**src/rtl/aspect_pkg.sv**
```systemverilog
package aspect_pkg;
    localparam int PH_W  = 6;
    localparam int OFS_W = PH_W - 2;
    localparam int QTR   = 1 << OFS_W;
    localparam int IDX_W = OFS_W + 1;
    localparam int MAG_W = 8;
    localparam int UNITY = 128;

    typedef enum logic {ST_WAIT, ST_SWEEP} sweep_st_t;
    typedef logic [PH_W-1:0]  phase_t;
    typedef logic [IDX_W-1:0] qidx_t;
    typedef logic [MAG_W-1:0] mag_t;
endpackage

```
**src/rtl/sweep_phase_fsm.sv**
```systemverilog
module sweep_phase_fsm
    import aspect_pkg::*;
(
    input  logic   clk,
    input  logic   rst_n,
    input  logic   restart,
    input  logic   advance,
    input  phase_t step_num,
    output logic   emit,
    output phase_t cur_phase
);
    sweep_st_t state_q, state_d;
    phase_t    acc_q, step_q;

    always_ff @(posedge clk) begin
        if (!rst_n) state_q <= ST_WAIT;
        else        state_q <= state_d;
    end

    always_comb begin
        state_d = state_q;
        unique case (state_q)
            ST_WAIT:  if (restart) state_d = ST_SWEEP;
            ST_SWEEP: state_d = ST_SWEEP;
            default:  state_d = ST_WAIT;
        endcase
    end

    always_comb begin
        emit      = advance && (restart || state_q == ST_SWEEP);
        cur_phase = restart ? '0 : acc_q;
    end

    always_ff @(posedge clk) begin
        if (!rst_n) begin
            acc_q  <= '0;
            step_q <= '0;
        end else if (restart) begin
            step_q <= step_num;
            acc_q  <= advance ? step_num : '0;
        end else if (emit) begin
            acc_q  <= acc_q + step_q;
        end
    end

    assert_restart_zero_R2: assert property (@(posedge clk) disable iff (!rst_n)
        (restart && !advance) |=> (acc_q == '0));
    assert_wait_silent_R4: assert property (@(posedge clk) disable iff (!rst_n)
        (state_q == ST_WAIT && !restart) |-> !emit);
    assert_sweep_sticky_R12: assert property (@(posedge clk) disable iff (!rst_n)
        (state_q == ST_SWEEP) |=> (state_q == ST_SWEEP));
endmodule

```
**src/rtl/quadrant_fold.sv**
```systemverilog
module quadrant_fold
    import aspect_pkg::*;
(
    input  phase_t phase,
    output qidx_t  sin_idx,
    output qidx_t  cos_idx,
    output logic   sin_neg,
    output logic   cos_neg
);
    logic [1:0] quad;
    qidx_t      ofs, mirr;

    always_comb begin
        quad    = phase[PH_W-1 -: 2];
        ofs     = {1'b0, phase[OFS_W-1:0]};
        mirr    = IDX_W'(QTR) - ofs;
        sin_idx = quad[0] ? mirr : ofs;
        cos_idx = quad[0] ? ofs  : mirr;
        sin_neg = quad[1];
        cos_neg = quad[1] ^ quad[0];
    end
endmodule

```
**src/rtl/quarter_wave_rom.sv**
```systemverilog
module quarter_wave_rom
    import aspect_pkg::*;
(
    input  qidx_t idx,
    output mag_t  mag
);
    always_comb begin
        unique case (idx)
            5'd0:    mag = 8'd0;
            5'd1:    mag = 8'd13;
            5'd2:    mag = 8'd25;
            5'd3:    mag = 8'd37;
            5'd4:    mag = 8'd49;
            5'd5:    mag = 8'd60;
            5'd6:    mag = 8'd71;
            5'd7:    mag = 8'd81;
            5'd8:    mag = 8'd91;
            5'd9:    mag = 8'd99;
            5'd10:   mag = 8'd106;
            5'd11:   mag = 8'd113;
            5'd12:   mag = 8'd118;
            5'd13:   mag = 8'd122;
            5'd14:   mag = 8'd126;
            5'd15:   mag = 8'd127;
            5'd16:   mag = 8'd128;
            default: mag = 8'd0;
        endcase
    end
endmodule

```
**src/rtl/stepped_aspect_gen.sv**
```systemverilog
module stepped_aspect_gen
    import aspect_pkg::*;
(
    input  logic       clk,
    input  logic       rst_n,
    input  logic [5:0] step_num,
    input  logic       restart,
    input  logic       advance,
    output logic [5:0] phase_o,
    output logic [7:0] cos_mag_o,
    output logic       cos_neg_o,
    output logic [7:0] sin_mag_o,
    output logic       sin_neg_o
);
    logic   emit;
    phase_t cur_phase;
    qidx_t  s_idx, c_idx;
    logic   s_neg, c_neg;
    mag_t   s_mag, c_mag;

    sweep_phase_fsm u_fsm (
        .clk(clk), .rst_n(rst_n), .restart(restart), .advance(advance),
        .step_num(step_num), .emit(emit), .cur_phase(cur_phase)
    );

    quadrant_fold u_fold (
        .phase(cur_phase), .sin_idx(s_idx), .cos_idx(c_idx),
        .sin_neg(s_neg), .cos_neg(c_neg)
    );

    quarter_wave_rom u_sin_rom (.idx(s_idx), .mag(s_mag));
    quarter_wave_rom u_cos_rom (.idx(c_idx), .mag(c_mag));

    always_ff @(posedge clk) begin
        if (!rst_n) begin
            phase_o   <= '0;
            cos_mag_o <= '0;
            cos_neg_o <= 1'b0;
            sin_mag_o <= '0;
            sin_neg_o <= 1'b0;
        end else if (emit) begin
            phase_o   <= cur_phase;
            cos_mag_o <= c_mag;
            cos_neg_o <= c_neg;
            sin_mag_o <= s_mag;
            sin_neg_o <= s_neg;
        end
    end

    assert_hold_R5: assert property (@(posedge clk) disable iff (!rst_n)
        !advance |=> ($stable(phase_o) && $stable(cos_mag_o) && $stable(sin_mag_o)
                      && $stable(cos_neg_o) && $stable(sin_neg_o)));
    assert_mag_bound_R10: assert property (@(posedge clk) disable iff (!rst_n)
        (cos_mag_o <= 8'(UNITY)) && (sin_mag_o <= 8'(UNITY)));
    assert_axis_exact_R9: assert property (@(posedge clk) disable iff (!rst_n)
        (phase_o[4:0] == 5'd0 && cos_mag_o != 8'd0) |-> (cos_mag_o == 8'(UNITY) && sin_mag_o == 8'd0));
    assert_restart_emit_R11: assert property (@(posedge clk) disable iff (!rst_n)
        (restart && advance) |=> (phase_o == 6'd0 && cos_mag_o == 8'(UNITY)));
endmodule

```
**config.mk**
```make
export PLATFORM = sky130hd
export DESIGN_NAME = stepped_aspect_gen
export DESIGN_NICKNAME = d
export VERILOG_FILES = /design/src/rtl/aspect_pkg.sv /design/src/rtl/sweep_phase_fsm.sv /design/src/rtl/quadrant_fold.sv /design/src/rtl/quarter_wave_rom.sv /design/src/rtl/stepped_aspect_gen.sv
export SDC_FILE = /design/constraint.sdc
export NUM_CORES = 1
export LEC_CHECK = 0
export BUFFER_PORTS_ARGS = -buffer_cell sky130_fd_sc_hd__clkbuf_2
export CAP_MARGIN = 20
export CELL_PAD_IN_SITES_DETAIL_PLACEMENT = 0
export CELL_PAD_IN_SITES_GLOBAL_PLACEMENT = 2
export CORE_MARGIN = 1
export CORE_UTILIZATION = 33
export CTS_CLUSTER_DIAMETER = 100
export CTS_CLUSTER_SIZE = 40
export DETAILED_ROUTE_END_ITERATION = 10
export PLACE_DENSITY = 0.77
export SYNTH_ARGS = -nofsm -noshare
export SYNTH_HDL_FRONTEND = slang
export SYNTH_SLANG_ARGS = --single-unit
```
**constraint.sdc**
```tcl
create_clock -name clk -period 3.4 [get_ports clk]
set_clock_uncertainty 0.15 [all_clocks]
set_input_delay 0.34 -clock clk [delete_from_list [all_inputs] [get_ports clk]]
set_output_delay 0.34 -clock clk [all_outputs]
set_load 0.02 [all_outputs]
```
==> results.yml, run 1 <==
status:
  outcome: "complete, no violations"
sta:
  max_freq_ghz: 0.366
  slew_headroom: 0.318
  slew_violations: 0
  post-route-min-period_ns: 2.73
  tightest_slew_ns: 1.02
  hold_viol_final: 0
  setup_viol: 0
  setup_tns_ns: 0
  post-route-period-util: 0.803
  rsz0062_at_grt: "false"
die:
  die_x_um: 85.4
  start_util: 0.339
  fp.dieH_um: 85.4
  die-area_um2: 7290
  fp-row-count: 30
  ios: 34
  core_region_area_um2: 6760
cells_and_area:
  diodes: 0
  nets: 328
  drive_above_1_share: 0.212
  final_area_um2: 2600
  fin_util: 0.385
  final_common_cell: "dfxtp_1"
  syn_to_final_growth_pct: 13.5
  layout_common_cells: "dfxtp_1, clkbuf_2, nand2_1"
synth:
  yosys.cell_types.count: 64
  syn_area_per_cell_um2: 8.10
  syn_area_um2: 2290
  yosysWarnings: 0
  synth_nets: 300
  synth-main-ff-cell: "dfxtp_1"
  async_flop_share: 0
  yosysSeqAreaShare: 0.314
  synth_edf_count: 0
  synthCells: 283
  ys_ff_latch: 36
detailed_routing:
  wl_per_cell_um: 15.7
  dr_total_vias: 2164
  drtPass1Iterations: 5
  drt_iter0_markers: 114
  drc: 0
  ant_nets: 0
  totalWireLength_um: 6140
  routed_via_density: 5.52
pwr:
  peakVddDrop_mv: 0.143
  p_per_area_nw_per_um2: 381
  p_leak_uw: 0.00104
cts:
  cts_hold_buf: 0
  numCtsBuffers: 5
  root_buffer: "clkbuf_8"
  clockBufferDepth: 2
  clock_latency_ns: 0.29
  clkTransAtPathRegs_ns: 0.08
  cts_tree: "built"
  htreeDepth: 2
  post-cts-setup-buffers: 0
  cts.sinks: 36
  post_cts_resized: 0
placement:
  placed_cell_area_um2: 2510
  hpwl_um: 4400
  port_buffers: 33
  finalWeightedCongestion: 0.819
critical_path:
  cp-end-kind: "register"
  critPathMaxFanout: 12
  ff2ff_setup_slack_ns: 0.67
  crit_end: "sin_mag_o[3]"
  crit_arrival_ns: 2.76
  worst_setup_path_start_kind: "register"
  reg2reg_from: "u_fsm.acc_q[1]"
  critical_path_required_ns: 3.43
  r2r_end: "sin_mag_o[3]"
  crit_type: "reg2reg"
  setup.worst_path.start: "u_fsm.acc_q[1]"
  rr_worst_depth: 7
global_route:
  antenna_found_initial: 0
  overflow: 0
  grt_pass1_wl_um: 10100
  grt_pass1_vias: 1995
  gr-usage-all-layers: 0.176
  grt_max_degree: 27
worst_hold_path:
  hold_path_class: "in2reg"
job:
  max_cap_viol_count: 0
## per-layer routing
metal	global-route usage	up-vias	share of wire
met5	0	-	0
met4	0.0348	0	0.0075
met3	0.0302	5	0.034
met2	0.282	42	0.45
met1	0.250	1018	0.51
li1	-	1099	-
## synth_stat cells (all sizes together) (2+ instances only)
master,count,share of area
or3,2,0.0055
nor3b,2,0.0065
and2b,2,0.0065
a211oi,5,0.016
nor4,2,0.0055
nor2,29,0.049
dfxtp,36,0.31
nor2b,4,0.011
a31oi,3,0.0082
a22o,2,0.0076
o22ai,3,0.011
and3,7,0.019
o31ai,7,0.025
clkbuf,7,0.011
a21oi,20,0.045
a22oi,4,0.013
buf,13,0.038
or4b,3,0.016
nor3,7,0.015
nand3,13,0.028
mux2i,9,0.046
o21ba,2,0.0087
o311a,2,0.0087
nand2,32,0.056
a32o,5,0.022
o21ai,14,0.035
nand2b,2,0.0055
nand4,2,0.0055
o211ai,7,0.025
xor2,2,0.0076
inv,8,0.013
o21a,3,0.0098
ha,6,0.033
a21o,3,0.0098
## critical path, cell delays in order, from the launching register on
cell and delay [ns]:
dfxtp_1 0.65, nand2_1 0.18, ha_1 0.36, or4b_4 0.54, o21ai_4 0.14, nand2_4 0.07, a211o_1 0.30, a32o_1 0.25
## cell type report
class / count / area, um^2
timing repair buffer: 41 / 225
sequential: 36 / 721
fill: 747 / 4150
clock inverter: 2 / 13.8
clock buffer: 6 / 82.6
multi-input combinational: 218 / 1430
tap: 80 / 100
inverter: 9 / 33.8
## state kept, by name, summed over array words and instances, names as in the netlist
register	cells
sin_neg_o	1
phase_o	5
u_fsm.state_q	1
sin_mag_o	8
cos_neg_o	1
u_fsm.acc_q	6
cos_mag_o	8
u_fsm.step_q	6
## report_power, final
group,internal (uW),switching (uW)
sequential,437,19.5
combinational,75.9,122
clock,166,171
total,679,313
## how the worst min path moves through the flow
| stage | startpoint | end | slack, ns | cells past startpoint |
|---|---|---|---|---|
| floorplan | u_fsm.step_q[0] | u_fsm.step_q[0] | 0.32 | 2 |
| global placement | cos_mag_o[2] | cos_mag_o[2] | 0.29 | 2 |
| detailed placement | phase_o[0] | phase_o[0] | 0.30 | 2 |
| CTS | step_num[4] | u_fsm.acc_q[4] | 0.13 | 3 |
| global route | step_num[4] | u_fsm.acc_q[4] | 0.13 | 3 |
| finish | step_num[4] | u_fsm.acc_q[4] | 0.14 | 3 |
## metrics by stage
| stage | setup WS (ns) | std cells | total power (uW) | hold WS (ns) |
|---|---|---|---|---|
| finish | 0.670 | 392 | 991 | 0.140 |
| global route | 0.572 | 392 | 1040 | 0.128 |
| CTS | 0.692 | 392 | 1010 | 0.126 |
| detailed placement | 0.705 | 384 | 664 | 0.300 |
| global placement | 0.735 | 384 | 665 | 0.288 |
| floorplan | 0.436 | 283 | 612 | 0.317 |
## logic make-up (layout without fill, tap and decap cells)
logic type	count (synthesis)	in the layout	share of synthesized area
AOI/OAI and AO/OA	88	88	0.279
xor gates and xnor gates	3	3	0.0115
adders and majority gates	7	7	0.0415
buffers and inverters	29	58	0.0638
DFF	36	36	0.314
muxes	10	10	0.0513
and+or+nand+nor	110	110	0.239
Note: power is estimated with default switching activity, not from simulation.
==> inputs of run 2 (changes only) <==
Settings changed: ABC_AREA from default to 1, CORE_UTILIZATION 33 to 31, PLACE_DENSITY 0.77 to 0.79.
Clock period 3.4 ns to 2.62 ns, I/O delays scaled along.
==> run 2 against run 1 <==
Effect of this change: first-iteration DRC count shrank 2.6%; critical path depth rose by 2; total power grew 51%; sequential power grew 35%; clock power grew 46%; die area grew 4.1%; flip-flop and latch count stayed put; critical path type unchanged.
==> results.yml, run 2 <==
synth:
  synth_most_common_cell: "nand2_1"
  synth_area_leaders: "dfxtp_1, nand2_1, nand3_1"
  synth-main-ff-cell: "dfxtp_1"
  synthCells: 341
  synth_nets: 358
  yosysWarnings: 0
  synth_edf_count: 0
  synth_largest_area_cell: "dfxtp_1"
  synth.top_cell.area_share: 0.321
  syn_area_um2: 2240
  yosys.cell_types.count: 33
  async_flop_share: 0
  ys_ff_latch: 36
  ys_top_cells_by_count: "nand2_1, nand3_1, dfxtp_1"
  syn_area_per_cell_um2: 6.58
  yosysSeqAreaShare: 0.321
worst_hold_path:
  hold_path_class: "in2reg"
critical_path:
  cp-end-kind: "register"
  critical_path_required_ns: 2.63
  crit_type: "reg2reg"
  critPathMaxFanout: 6
  worst_setup_path_start_kind: "register"
  crit_arrival_ns: 1.95
die:
  die-area_um2: 7580
  start_util: 0.325
  die_x_um: 87.1
  fp-row-count: 30
  ios: 34
  core_region_area_um2: 6910
  fp.dieH_um: 87.1
pwr:
  peakVddDrop_mv: 0.282
  p_leak_uw: 0.00128
  power_uw: 1500
  p_per_area_nw_per_um2: 581
cts:
  cts_tree: "built"
  cts_hold_buf: 0
  cts.sinks: 36
  post_cts_resized: 0
  clock_latency_ns: 0.28
  root_buffer: "clkbuf_8"
  clkTransAtPathRegs_ns: 0.08
  htreeDepth: 2
  clockBufferDepth: 2
  numCtsBuffers: 5
  post-cts-setup-buffers: 0
cells_and_area:
  nets: 390
  layout_common_cells: "nand2_1, nand3_1, dfxtp_1"
  nFillCells: 816
  syn_to_final_growth_pct: 14.6
  reg.largest.list: "cos_mag_o x8, sin_mag_o x8"
  final_common_cell: "nand2_1"
  drive_above_1_share: 0.184
  diodes: 0
status:
  outcome: "complete, no violations"
detailed_routing:
  wl_per_cell_um: 12.9
  ant_nets: 0
  dr_total_vias: 2244
  routed_via_density: 4.77
  totalWireLength_um: 6050
  drt_iter0_markers: 111
  drtPass1Iterations: 4
  drc: 0
sta:
  rsz0062_at_grt: "false"
  max_freq_ghz: 0.515
  hold_viol_final: 0
  tightest_slew_ns: 0.434
  slew_violations: 0
  post-route-period-util: 0.741
  post-route-min-period_ns: 1.94
  setup_viol: 0
  setup_tns_ns: 0
  slew_headroom: 0.710
placement:
  port_buffers: 33
  hpwl_um: 4520
  finalWeightedCongestion: 0.784
global_route:
  grt_pass1_vias: 2156
  grt_max_degree: 23
  gr-usage-all-layers: 0.174
  antenna_found_initial: 0
  grt_pass1_wl_um: 10300
  overflow: 0
job:
  max_cap_viol_count: 0
-- run 2: cell types whose count changed after synthesis, sizes merged, moves of 6 or more --
cell / delta
o211ai: -7
nor3: -6
mux2i: -9
nand3: +38
o31ai: -7
a21oi: +13
nand2: +91
and3: -7
nor2: -10
inv: +23
-- run 2: area by class of cell --
class / instances / area (um^2) / area share
Inverter: 31 / 121 / 0.0472
Tap cell: 96 / 120 / 0.0467
Clock buffer: 6 / 72.6 / 0.0282
Multi-Input combinational cell: 261 / 1300 / 0.505
Sequential cell: 36 / 721 / 0.280
Timing Repair Buffer: 38 / 203 / 0.0788
Clock inverter: 2 / 35.0 / 0.0136
-- run 2: worst max-delay path: stages, from the launching register on --
cell and delay (ns):
dfxtp_1 0.49, nand2_4 0.11, ha_1 0.34, nand3_1 0.15
nand2_2 0.14, nand3_1 0.14, nand2_1 0.10, nand2_1 0.05
nand3_1 0.10, a21oi_1 0.06
-- run 2: power by group --
part           internal (uW)  leakage, uW  switching (uW)
Combinational            128     0.000930             262
Clock                    283    0.0000552             209
Sequential               583     0.000295            30.8
Total                    994      0.00128             502
-- run 2: cell families after synthesis --
group	Yosys count	synth area share
and+or+nand+nor	196	0.386
buffers and inverters	44	0.0998
DFF	36	0.321
adders and majority gates	7	0.0424
xor gates and xnor gates	2	0.00781
AOI/OAI and AO/OA	56	0.143
-- run 2: path summary, 6_finish.rpt --
path	start	cells past startpoint	end	slack, ns
worst max register to register	u_fsm.acc_q[1]	9	sin_mag_o[3]	0.68
worst max-delay path	u_fsm.acc_q[1]	9	sin_mag_o[3]	0.68
worst min-delay path	step_num[5]	3	u_fsm.step_q[5]	0.07
worst min register to register	sin_mag_o[7]	2	sin_mag_o[7]	0.32
-- run 2: routing by layer --
| metal | GRT usage | vias up | part of all wire |
|---|---|---|---|
| met1 | 0.224 | 1014 | 0.48 |
| li1 | - | 1180 | - |
| met5 | 0 | - | 0 |
| met4 | 0.0551 | 0 | 0.011 |
| met3 | 0.0313 | 6 | 0.033 |
| met2 | 0.295 | 44 | 0.48 |
-- run 2: metrics by stage --
stage          hold slack, ns   util  area [um^2]  setup WS, ns  cells
2_1_floorplan           0.250      -         2240         0.745    341
3_3_place_gp            0.301  0.357         2460         0.558    462
3_5_place_dp            0.306  0.357         2460         0.517    462
4_1_cts                0.0672  0.372         2570         0.680    470
5_1_grt                0.0843  0.372         2570         0.445    470
6_report               0.0715  0.372         2570         0.679    470
